`config.mk`:
```
export PLATFORM = sky130hd
export DESIGN_NAME = dual_dptr
export DESIGN_NICKNAME = d
export VERILOG_FILES = /design/src/rtl/dptr_pkg.sv /design/src/rtl/dptr_dps_ctl.sv /design/src/rtl/dptr_bank_split.sv /design/src/rtl/dptr_bank_hidden.sv /design/src/rtl/dual_dptr.sv
export SDC_FILE = /design/constraint.sdc
export NUM_CORES = 1
export LEC_CHECK = 0
export CORE_MARGIN = 5
export CORE_UTILIZATION = 55
export DETAILED_ROUTE_END_ITERATION = 8
export DONT_BUFFER_PORTS = 1
export GPL_TIMING_DRIVEN = 0
export PLACE_DENSITY = 0.76
export SKIP_LAST_GASP = 1
export SLEW_MARGIN = 30
export SYNTH_ARGS = -nofsm -noshare
export SYNTH_HDL_FRONTEND = slang
export SYNTH_HIERARCHICAL = 1
export SYNTH_SLANG_ARGS = --single-unit
```
`constraint.sdc`:
```
create_clock -name clk -period 3.7 [get_ports clk]
set_clock_uncertainty 0.1 [all_clocks]
set_input_delay 0.185 -clock clk [delete_from_list [all_inputs] [get_ports clk]]
set_output_delay 0.185 -clock clk [all_outputs]
set_load 0.005 [all_outputs]
```
`src/rtl/dptr_pkg.sv`:
```
// Package: shared widths, SFR map and the DPS write decode for the
// dual data pointer unit. Assumes an 8-bit SFR bus and 16-bit pointers.
package dptr_pkg;

    localparam int BYTE_W      = 8;
    localparam int PTR_W       = 2 * BYTE_W;
    localparam int STAT_W      = 2;
    localparam int SEL_DPS_BIT = 0;
    localparam int EEC_DPS_BIT = 2;

    typedef logic [BYTE_W-1:0] sfr_byte_t;
    typedef logic [PTR_W-1:0]  ptr_t;

    localparam sfr_byte_t A_DP0_LO = 8'h82;
    localparam sfr_byte_t A_DP0_HI = 8'h83;
    localparam sfr_byte_t A_DP1_LO = 8'h84;
    localparam sfr_byte_t A_DP1_HI = 8'h85;
    localparam sfr_byte_t A_SEL    = 8'hA2;
    localparam sfr_byte_t A_EEC    = 8'h96;

    typedef struct packed {
        logic req;
        logic val;
    } dps_req_t;

    // Decode an SFR write into a request to load DPS and the value to load.
    function automatic dps_req_t decode_dps(input sfr_byte_t addr,
                                            input sfr_byte_t wdata,
                                            input logic      we);
        dps_req_t r;
        r.req = we && ((addr == A_SEL) || (addr == A_EEC));
        r.val = (addr == A_EEC) ? wdata[EEC_DPS_BIT] : wdata[SEL_DPS_BIT];
        return r;
    endfunction

    // Pointer step with natural wrap at the pointer width.
    function automatic ptr_t step(input ptr_t p);
        return p + ptr_t'(1);
    endfunction

endpackage

```
`src/rtl/dptr_dps_ctl.sv`:
```
// DPS flag register with its two write paths: the pointer-select register
// and the alias bit in the EEPROM control register. It also provides read
// data for both registers. Assumes at most one SFR write per cycle.
module dptr_dps_ctl
    import dptr_pkg::*;
(
    input  logic              clk,
    input  logic              rst_n,
    input  sfr_byte_t         sfr_addr,
    input  sfr_byte_t         sfr_wdata,
    input  logic              sfr_we,
    input  logic [STAT_W-1:0] ee_stat,
    output logic              dps_q,
    output sfr_byte_t         rdata
);

    dps_req_t req;
    assign req = decode_dps(sfr_addr, sfr_wdata, sfr_we);

    // Hold DPS; load it from whichever register was written.
    always_ff @(posedge clk) begin
        if (!rst_n)
            dps_q <= 1'b0;
        else if (req.req)
            dps_q <= req.val;
    end

    // Read data for the two registers; status bits come straight from input.
    always_comb begin
        rdata = '0;
        case (sfr_addr)
            A_SEL: rdata[SEL_DPS_BIT] = dps_q;
            A_EEC: begin
                rdata[EEC_DPS_BIT]  = dps_q;
                rdata[STAT_W-1:0]   = ee_stat;
            end
            default: rdata = '0;
        endcase
    end

    // reset clears DPS.
    a_r1_dps_reset: assert property (@(posedge clk) !rst_n |=> !dps_q);

    // DPS changes only through a write to one of its registers.
    a_r2_dps_hold: assert property (@(posedge clk) disable iff (!rst_n)
        !req.req |=> $stable(dps_q));

    // an alias write lands bit 2 in DPS.
    a_r3_alias_write: assert property (@(posedge clk) disable iff (!rst_n)
        (sfr_we && sfr_addr == A_EEC) |=> (dps_q == $past(sfr_wdata[EEC_DPS_BIT])));

endmodule

```
`src/rtl/dptr_bank_split.sv`:
```
// Split-variant pointer storage: two pointers, each with its own SFR byte
// pair. DPS only selects which one is current and which one steps.
// Assumes DPS is registered elsewhere and changes only on SFR writes.
module dptr_bank_split
    import dptr_pkg::*;
(
    input  logic      clk,
    input  logic      rst_n,
    input  sfr_byte_t sfr_addr,
    input  sfr_byte_t sfr_wdata,
    input  logic      sfr_we,
    input  logic      ptr_inc,
    input  logic      dps_q,
    output sfr_byte_t rdata,
    output ptr_t      cur_ptr
);

    localparam int N_PTR = 2;

    ptr_t slot [N_PTR];

    for (genvar g = 0; g < N_PTR; g++) begin : g_slot
        localparam sfr_byte_t LO  = (g == 0) ? A_DP0_LO : A_DP1_LO;
        localparam sfr_byte_t HI  = (g == 0) ? A_DP0_HI : A_DP1_HI;
        localparam bit        SEL = (g != 0);

        ptr_t q;

        // Byte writes take priority; otherwise step when this slot is current.
        always_ff @(posedge clk) begin
            if (!rst_n)
                q <= '0;
            else if (sfr_we) begin
                if (sfr_addr == LO)
                    q[BYTE_W-1:0] <= sfr_wdata;
                else if (sfr_addr == HI)
                    q[PTR_W-1:BYTE_W] <= sfr_wdata;
            end else if (ptr_inc && (dps_q == SEL))
                q <= step(q);
        end

        assign slot[g] = q;
    end

    assign cur_ptr = slot[dps_q];

    // Byte read-back for both pairs.
    always_comb begin
        case (sfr_addr)
            A_DP0_LO: rdata = slot[0][BYTE_W-1:0];
            A_DP0_HI: rdata = slot[0][PTR_W-1:BYTE_W];
            A_DP1_LO: rdata = slot[1][BYTE_W-1:0];
            A_DP1_HI: rdata = slot[1][PTR_W-1:BYTE_W];
            default:  rdata = '0;
        endcase
    end

    // a step without a write advances the current pointer by one.
    a_r8_step_split: assert property (@(posedge clk) disable iff (!rst_n)
        (ptr_inc && !sfr_we) |=> (cur_ptr == step($past(cur_ptr))));

    // the other pointer is not touched by a step.
    a_r8_other_kept: assert property (@(posedge clk) disable iff (!rst_n)
        (ptr_inc && !sfr_we) |=> (slot[!dps_q] == $past(slot[!dps_q])));

    // a write to a non-pointer address blocks a step in the same cycle.
    a_r9_write_blocks_step: assert property (@(posedge clk) disable iff (!rst_n)
        (sfr_we && ptr_inc && sfr_addr != A_DP0_LO && sfr_addr != A_DP0_HI &&
         sfr_addr != A_DP1_LO && sfr_addr != A_DP1_HI &&
         sfr_addr != A_SEL && sfr_addr != A_EEC) |=> $stable(cur_ptr));

endmodule

```
`src/rtl/dptr_bank_hidden.sv`:
```
// Swap-variant pointer storage: one visible pointer at the first SFR pair
// and one parked pointer. A DPS change exchanges the two in one cycle.
// Assumes DPS is registered elsewhere with the same write decode.
module dptr_bank_hidden
    import dptr_pkg::*;
(
    input  logic      clk,
    input  logic      rst_n,
    input  sfr_byte_t sfr_addr,
    input  sfr_byte_t sfr_wdata,
    input  logic      sfr_we,
    input  logic      ptr_inc,
    input  logic      dps_q,
    output sfr_byte_t rdata,
    output ptr_t      cur_ptr
);

    ptr_t     vis_q;
    ptr_t     park_q;
    dps_req_t req;
    logic     swap;

    assign req  = decode_dps(sfr_addr, sfr_wdata, sfr_we);
    assign swap = req.req && (req.val != dps_q);

    // Visible pointer: swap-in, byte write or step, in that priority.
    always_ff @(posedge clk) begin
        if (!rst_n)
            vis_q <= '0;
        else if (swap)
            vis_q <= park_q;
        else if (sfr_we) begin
            if (sfr_addr == A_DP0_LO)
                vis_q[BYTE_W-1:0] <= sfr_wdata;
            else if (sfr_addr == A_DP0_HI)
                vis_q[PTR_W-1:BYTE_W] <= sfr_wdata;
        end else if (ptr_inc)
            vis_q <= step(vis_q);
    end

    // Parked pointer: receives the visible one on a swap.
    always_ff @(posedge clk) begin
        if (!rst_n)
            park_q <= '0;
        else if (swap)
            park_q <= vis_q;
    end

    assign cur_ptr = vis_q;

    // Only the first pair is mapped in this variant.
    always_comb begin
        case (sfr_addr)
            A_DP0_LO: rdata = vis_q[BYTE_W-1:0];
            A_DP0_HI: rdata = vis_q[PTR_W-1:BYTE_W];
            default:  rdata = '0;
        endcase
    end

    // writes to the second pair's addresses change no pointer.
    a_r5_unmapped_pair: assert property (@(posedge clk) disable iff (!rst_n)
        (sfr_we && (sfr_addr == A_DP1_LO || sfr_addr == A_DP1_HI))
        |=> ($stable(vis_q) && $stable(park_q)));

    // a DPS change exchanges visible and parked pointers.
    a_r6_swap_exchange: assert property (@(posedge clk) disable iff (!rst_n)
        swap |=> ((vis_q == $past(park_q)) && (park_q == $past(vis_q))));

    // rewriting the present DPS value leaves both pointers alone.
    a_r7_same_dps_keeps: assert property (@(posedge clk) disable iff (!rst_n)
        (req.req && req.val == dps_q) |=> ($stable(vis_q) && $stable(park_q)));

    // a step without a write advances the visible pointer by one.
    a_r8_step_hidden: assert property (@(posedge clk) disable iff (!rst_n)
        (ptr_inc && !sfr_we) |=> (vis_q == step($past(vis_q))));

endmodule

```
`src/rtl/dual_dptr.sv`:
```
// Dual data pointer unit top: DPS control plus one of two storage variants
// chosen by HIDDEN_SWAP. Read data is the OR of the sub-blocks, each of
// which drives zero for addresses it does not own.
module dual_dptr
    import dptr_pkg::*;
#(
    parameter bit HIDDEN_SWAP = 1'b0
)(
    input  logic                  clk,
    input  logic                  rst_n,
    input  logic [BYTE_W-1:0]     sfr_addr,
    input  logic [BYTE_W-1:0]     sfr_wdata,
    input  logic                  sfr_we,
    output logic [BYTE_W-1:0]     sfr_rdata,
    input  logic                  ptr_inc,
    input  logic [STAT_W-1:0]     ee_stat,
    output logic [PTR_W-1:0]      cur_ptr
);

    logic      dps_q;
    sfr_byte_t ctl_rd;
    sfr_byte_t bank_rd;

    dptr_dps_ctl u_ctl (
        .clk       (clk),
        .rst_n     (rst_n),
        .sfr_addr  (sfr_addr),
        .sfr_wdata (sfr_wdata),
        .sfr_we    (sfr_we),
        .ee_stat   (ee_stat),
        .dps_q     (dps_q),
        .rdata     (ctl_rd)
    );

    if (HIDDEN_SWAP) begin : g_hidden
        dptr_bank_hidden u_bank (
            .clk       (clk),
            .rst_n     (rst_n),
            .sfr_addr  (sfr_addr),
            .sfr_wdata (sfr_wdata),
            .sfr_we    (sfr_we),
            .ptr_inc   (ptr_inc),
            .dps_q     (dps_q),
            .rdata     (bank_rd),
            .cur_ptr   (cur_ptr)
        );
    end else begin : g_split
        dptr_bank_split u_bank (
            .clk       (clk),
            .rst_n     (rst_n),
            .sfr_addr  (sfr_addr),
            .sfr_wdata (sfr_wdata),
            .sfr_we    (sfr_we),
            .ptr_inc   (ptr_inc),
            .dps_q     (dps_q),
            .rdata     (bank_rd),
            .cur_ptr   (cur_ptr)
        );
    end

    // Merge read data; sub-blocks return zero outside their addresses.
    assign sfr_rdata = ctl_rd | bank_rd;

    // reset leaves the current pointer at zero.
    a_r1_ptr_reset: assert property (@(posedge clk) !rst_n |=> (cur_ptr == '0));

    // an address owned by nobody reads zero.
    a_r10_unmapped_zero: assert property (@(posedge clk) disable iff (!rst_n)
        (sfr_addr == 8'h00) |-> (sfr_rdata == '0));

endmodule

```
==> flow_summary.toml <==
[global_routing]
grt-ovfl-total = 0
antenna_found_initial = 0
grt_usage_pct = 28.20
grt_pass1_wl_um = 15850
grt_max_degree = 11
grt_pass1_vias = 2982

[sta]
period_needed_ns = 2.388
timing.slew.headroom_pct = 52.32
max_freq_mhz = 418.8
hold_violations = 0
final_max_slew_viol_count = 0
fin_setup_tns_ns = 0
finalCritPeriodShare_pct = 64.53
layout_setup_ws_ns = 1.312
worst_slew_pin_slew_ns = 0.7119
finalSetupViolCount = 0
rsz0062_at_grt = "false"

[clock_tree]
clk_pin_slew_ns = 0.07
cts_buffers = 5
tritoncts = "built"
htreeDepth = 2
root_buffer = "clkbuf_8"
clk_path_buf_depth = 2
worstSkewPairLatency_ns = 0.29
cts_sinks = 33
cts_setup_buffers = 0

[placed_design]
hpwl_um = 7130
post-place-ws_ns = 1.606
place_inst = 451
gp_congestion = 0.9724
port_buffers = 0

[detailed_routing]
postRouteAntennaNets = 0
via_per_inst = 7.111
drc = 0
wl_per_cell_um = 21.68
drt_iter0_markers = 561
totalWireLength_um = 9972
dr.pass1.iters = 5
vias = 3271

[synth]
ys_seq_area_share_pct = 22.64
netlist_top_cells_area = "dfxtp_1 23%, mux2_2 5.4%, nand2_1 4.8%"
yosysMostFrequentCell = "nand2_1"
ys_seq_elements = 33
synth_top_flop_cell = "dfxtp_1"
synth_top_area_share_pct = 22.64
synth_area_um2 = 2918
synth.top_cells.by_count = "37 x nand2_1, 33 x dfxtp_1, 27 x a21oi_1"
synth_cells = 377
avgSynthCellArea_um2 = 7.740
synth_cell_types = 62
ys_async_sr_fraction_pct = 0
ys_warn_count = 6
synth_edf_count = 0
yosysTopAreaCell = "dfxtp_1"

[run]
drv_cap = 0

[hold_path]
worst_hold_path_type = "input port to register"
min-delay-start = "sfr_wdata[7]"
whs_path_depth = 3
hold_end = "g_split.u_bank/g_slot[0].q[15]$_SDFFE_PN0P_"

[setup_path]
r2r-start = "u_ctl/dps_q$_SDFFE_PN0P_"
worstPathRequired_ns = 3.41
rrSetupSlack_ns = 1.51
worst-r2r-cell-count = 4
critPathMaxFanout = 10
start_kind = "register"
critPathKind = "register to output pin"
critPathMaxStageDelay_ns = 0.47
arrival_ns = 2.10
critPathCaptureType = "output pin"
r2r-end = "g_split.u_bank/g_slot[1].q[15]$_SDFFE_PN0P_"
setup.worst_path.start = "u_ctl/dps_q$_SDFFE_PN0P_"
path_cells = "buf_1, clkbuf_1, mux2_2"
crit_path_top_delay_cell = "buf_1"

[status]
status = "completed"

[floorplan]
coreArea_um2 = 5140
io_pins = 46
start_util_pct = 56.77
dieArea_um2 = 6862
die_w_um = 82.84
die_h_um = 82.84
row_count = 26

[pwr]
p_sw_uw = 226.4
powerDensity_nw_per_um2 = 256.5
peakVddDrop_uv = 204.8
p_int_uw = 577.0
p_comb_share_pct = 15.1
p_leak_uw = 0.001136
p_total_uw = 803.4
power_frac_clock_pct = 38.5
p_seq_share_pct = 46.4
p_sw_share_pct = 28.18

[layout]
antenna_cells = 0
fillers = 499
nNetsFinal = 413
syn2layout_area_growth_pct = 7.333
finalNonFillerCells = 460
drive_gt1_share_pct = 13.33
==> what timing repair did <==
action                     4_1_cts  5_1_grt
resized for setup                0        0
hold endpoints to repair         1        0
setup endpoints to repair        0        0
hold buffers                     1        0
==> per-stage QoR <==
stage                     cell area, um^2  util [%]  hold WS, ns
after global routing                 3132     60.93      0.07273
after global placement               3020     58.76       0.2351
final                                3132     60.93      0.06201
after floorplan                      2933         -       0.2269
after detailed placement             3020     58.76       0.2352
after CTS                            3132     60.93      0.05529
==> cells in the final DEF, fill, tap and decap left out, drive strengths merged, types with 6 or more instances in the layout <==
cell / instances
clkbuf: 26
nand2: 37
and3: 9
a22oi: 13
o31ai: 6
nand4: 10
buf: 21
and2: 7
nand3: 9
a21oi: 27
dfxtp: 33
or2: 8
nor2: 17
mux2: 14
mux2i: 10
and4: 7
o31a: 6
inv: 7
a41oi: 7
a31oi: 9
o32ai: 10
o21ai: 24
==> power by group through the flow <==
stage / logic, uW / registers, uW / clock network (uW)
3_5_place_dp: 117 / 381 / 0
5_1_grt: 131 / 374 / 332
6_report: 121 / 373 / 309
3_3_place_gp: 115 / 381 / 0
4_1_cts: 118 / 373 / 318
2_1_floorplan: 88.3 / 377 / 0
==> how the worst max path moves through the flow <==
| stage | slack, ns | cells after the start | endpoint |
|---|---|---|---|
| after global routing | 1.18 | 3 | cur_ptr[14] |
| final | 1.31 | 3 | cur_ptr[14] |
| after global placement | 1.60 | 4 | g_split.u_bank/g_slot[1].q[15]$_SDFFE_PN0P_ |
| after floorplan | 1.93 | 6 | g_split.u_bank/g_slot[1].q[14]$_SDFFE_PN0P_ |
| after detailed placement | 1.61 | 6 | g_split.u_bank/g_slot[0].q[12]$_SDFFE_PN0P_ |
| after CTS | 1.34 | 3 | cur_ptr[8] |
==> registers in the layout (all words and copies together), names as in the netlist <==
register and flops:
g_split.u_bank/g_slot.q 32, u_ctl/dps_q 1
==> worst max-delay path, delay by kind of cell (launching register included) <==
kind / cells / cell delay, ns
buffers and inverters: 2 / 0.94
DFF: 1 / 0.44
muxes: 1 / 0.44
==> cell type report <==
type | count | area, um^2 | area share (%)
clock inverter | 1 | 5.005 | 0.1598
timing repair buffer | 1 | 10.01 | 0.3196
buffer | 40 | 190.2 | 6.073
clock buffer | 7 | 96.34 | 3.076
sequential | 33 | 660.6 | 21.09
multi-input combinational | 300 | 2052 | 65.52
tap | 70 | 87.58 | 2.797
inverter | 8 | 30.03 | 0.9589
==> layer usage <==
| layer | wire [um] | part of all wire, % | vias to the layer above | global-route usage [%] |
|---|---|---|---|---|
| li1 | - | - | 1466 | - |
| met1 | 4265 | 43 | 1535 | 40.51 |
| met2 | 4093 | 41 | 236 | 40.23 |
| met3 | 1218 | 12 | 34 | 6.040 |
| met4 | 395 | 4.0 | 0 | 12.18 |
| met5 | 0 | 0 | - | 0 |
==> cell families (layout without fill, tap and decap cells) <==
family	after synthesis	after routing	share of synthesized area [%]
simple gates	135	135	27.66
compound gates	134	134	32.33
buf+inv	48	57	7.547
flops	33	33	22.64
mux	24	24	8.834
fa+ha+maj	2	2	0.8575
other cells	1	5	0.1285
No activity file was read; power rests on OpenSTA's default activity.
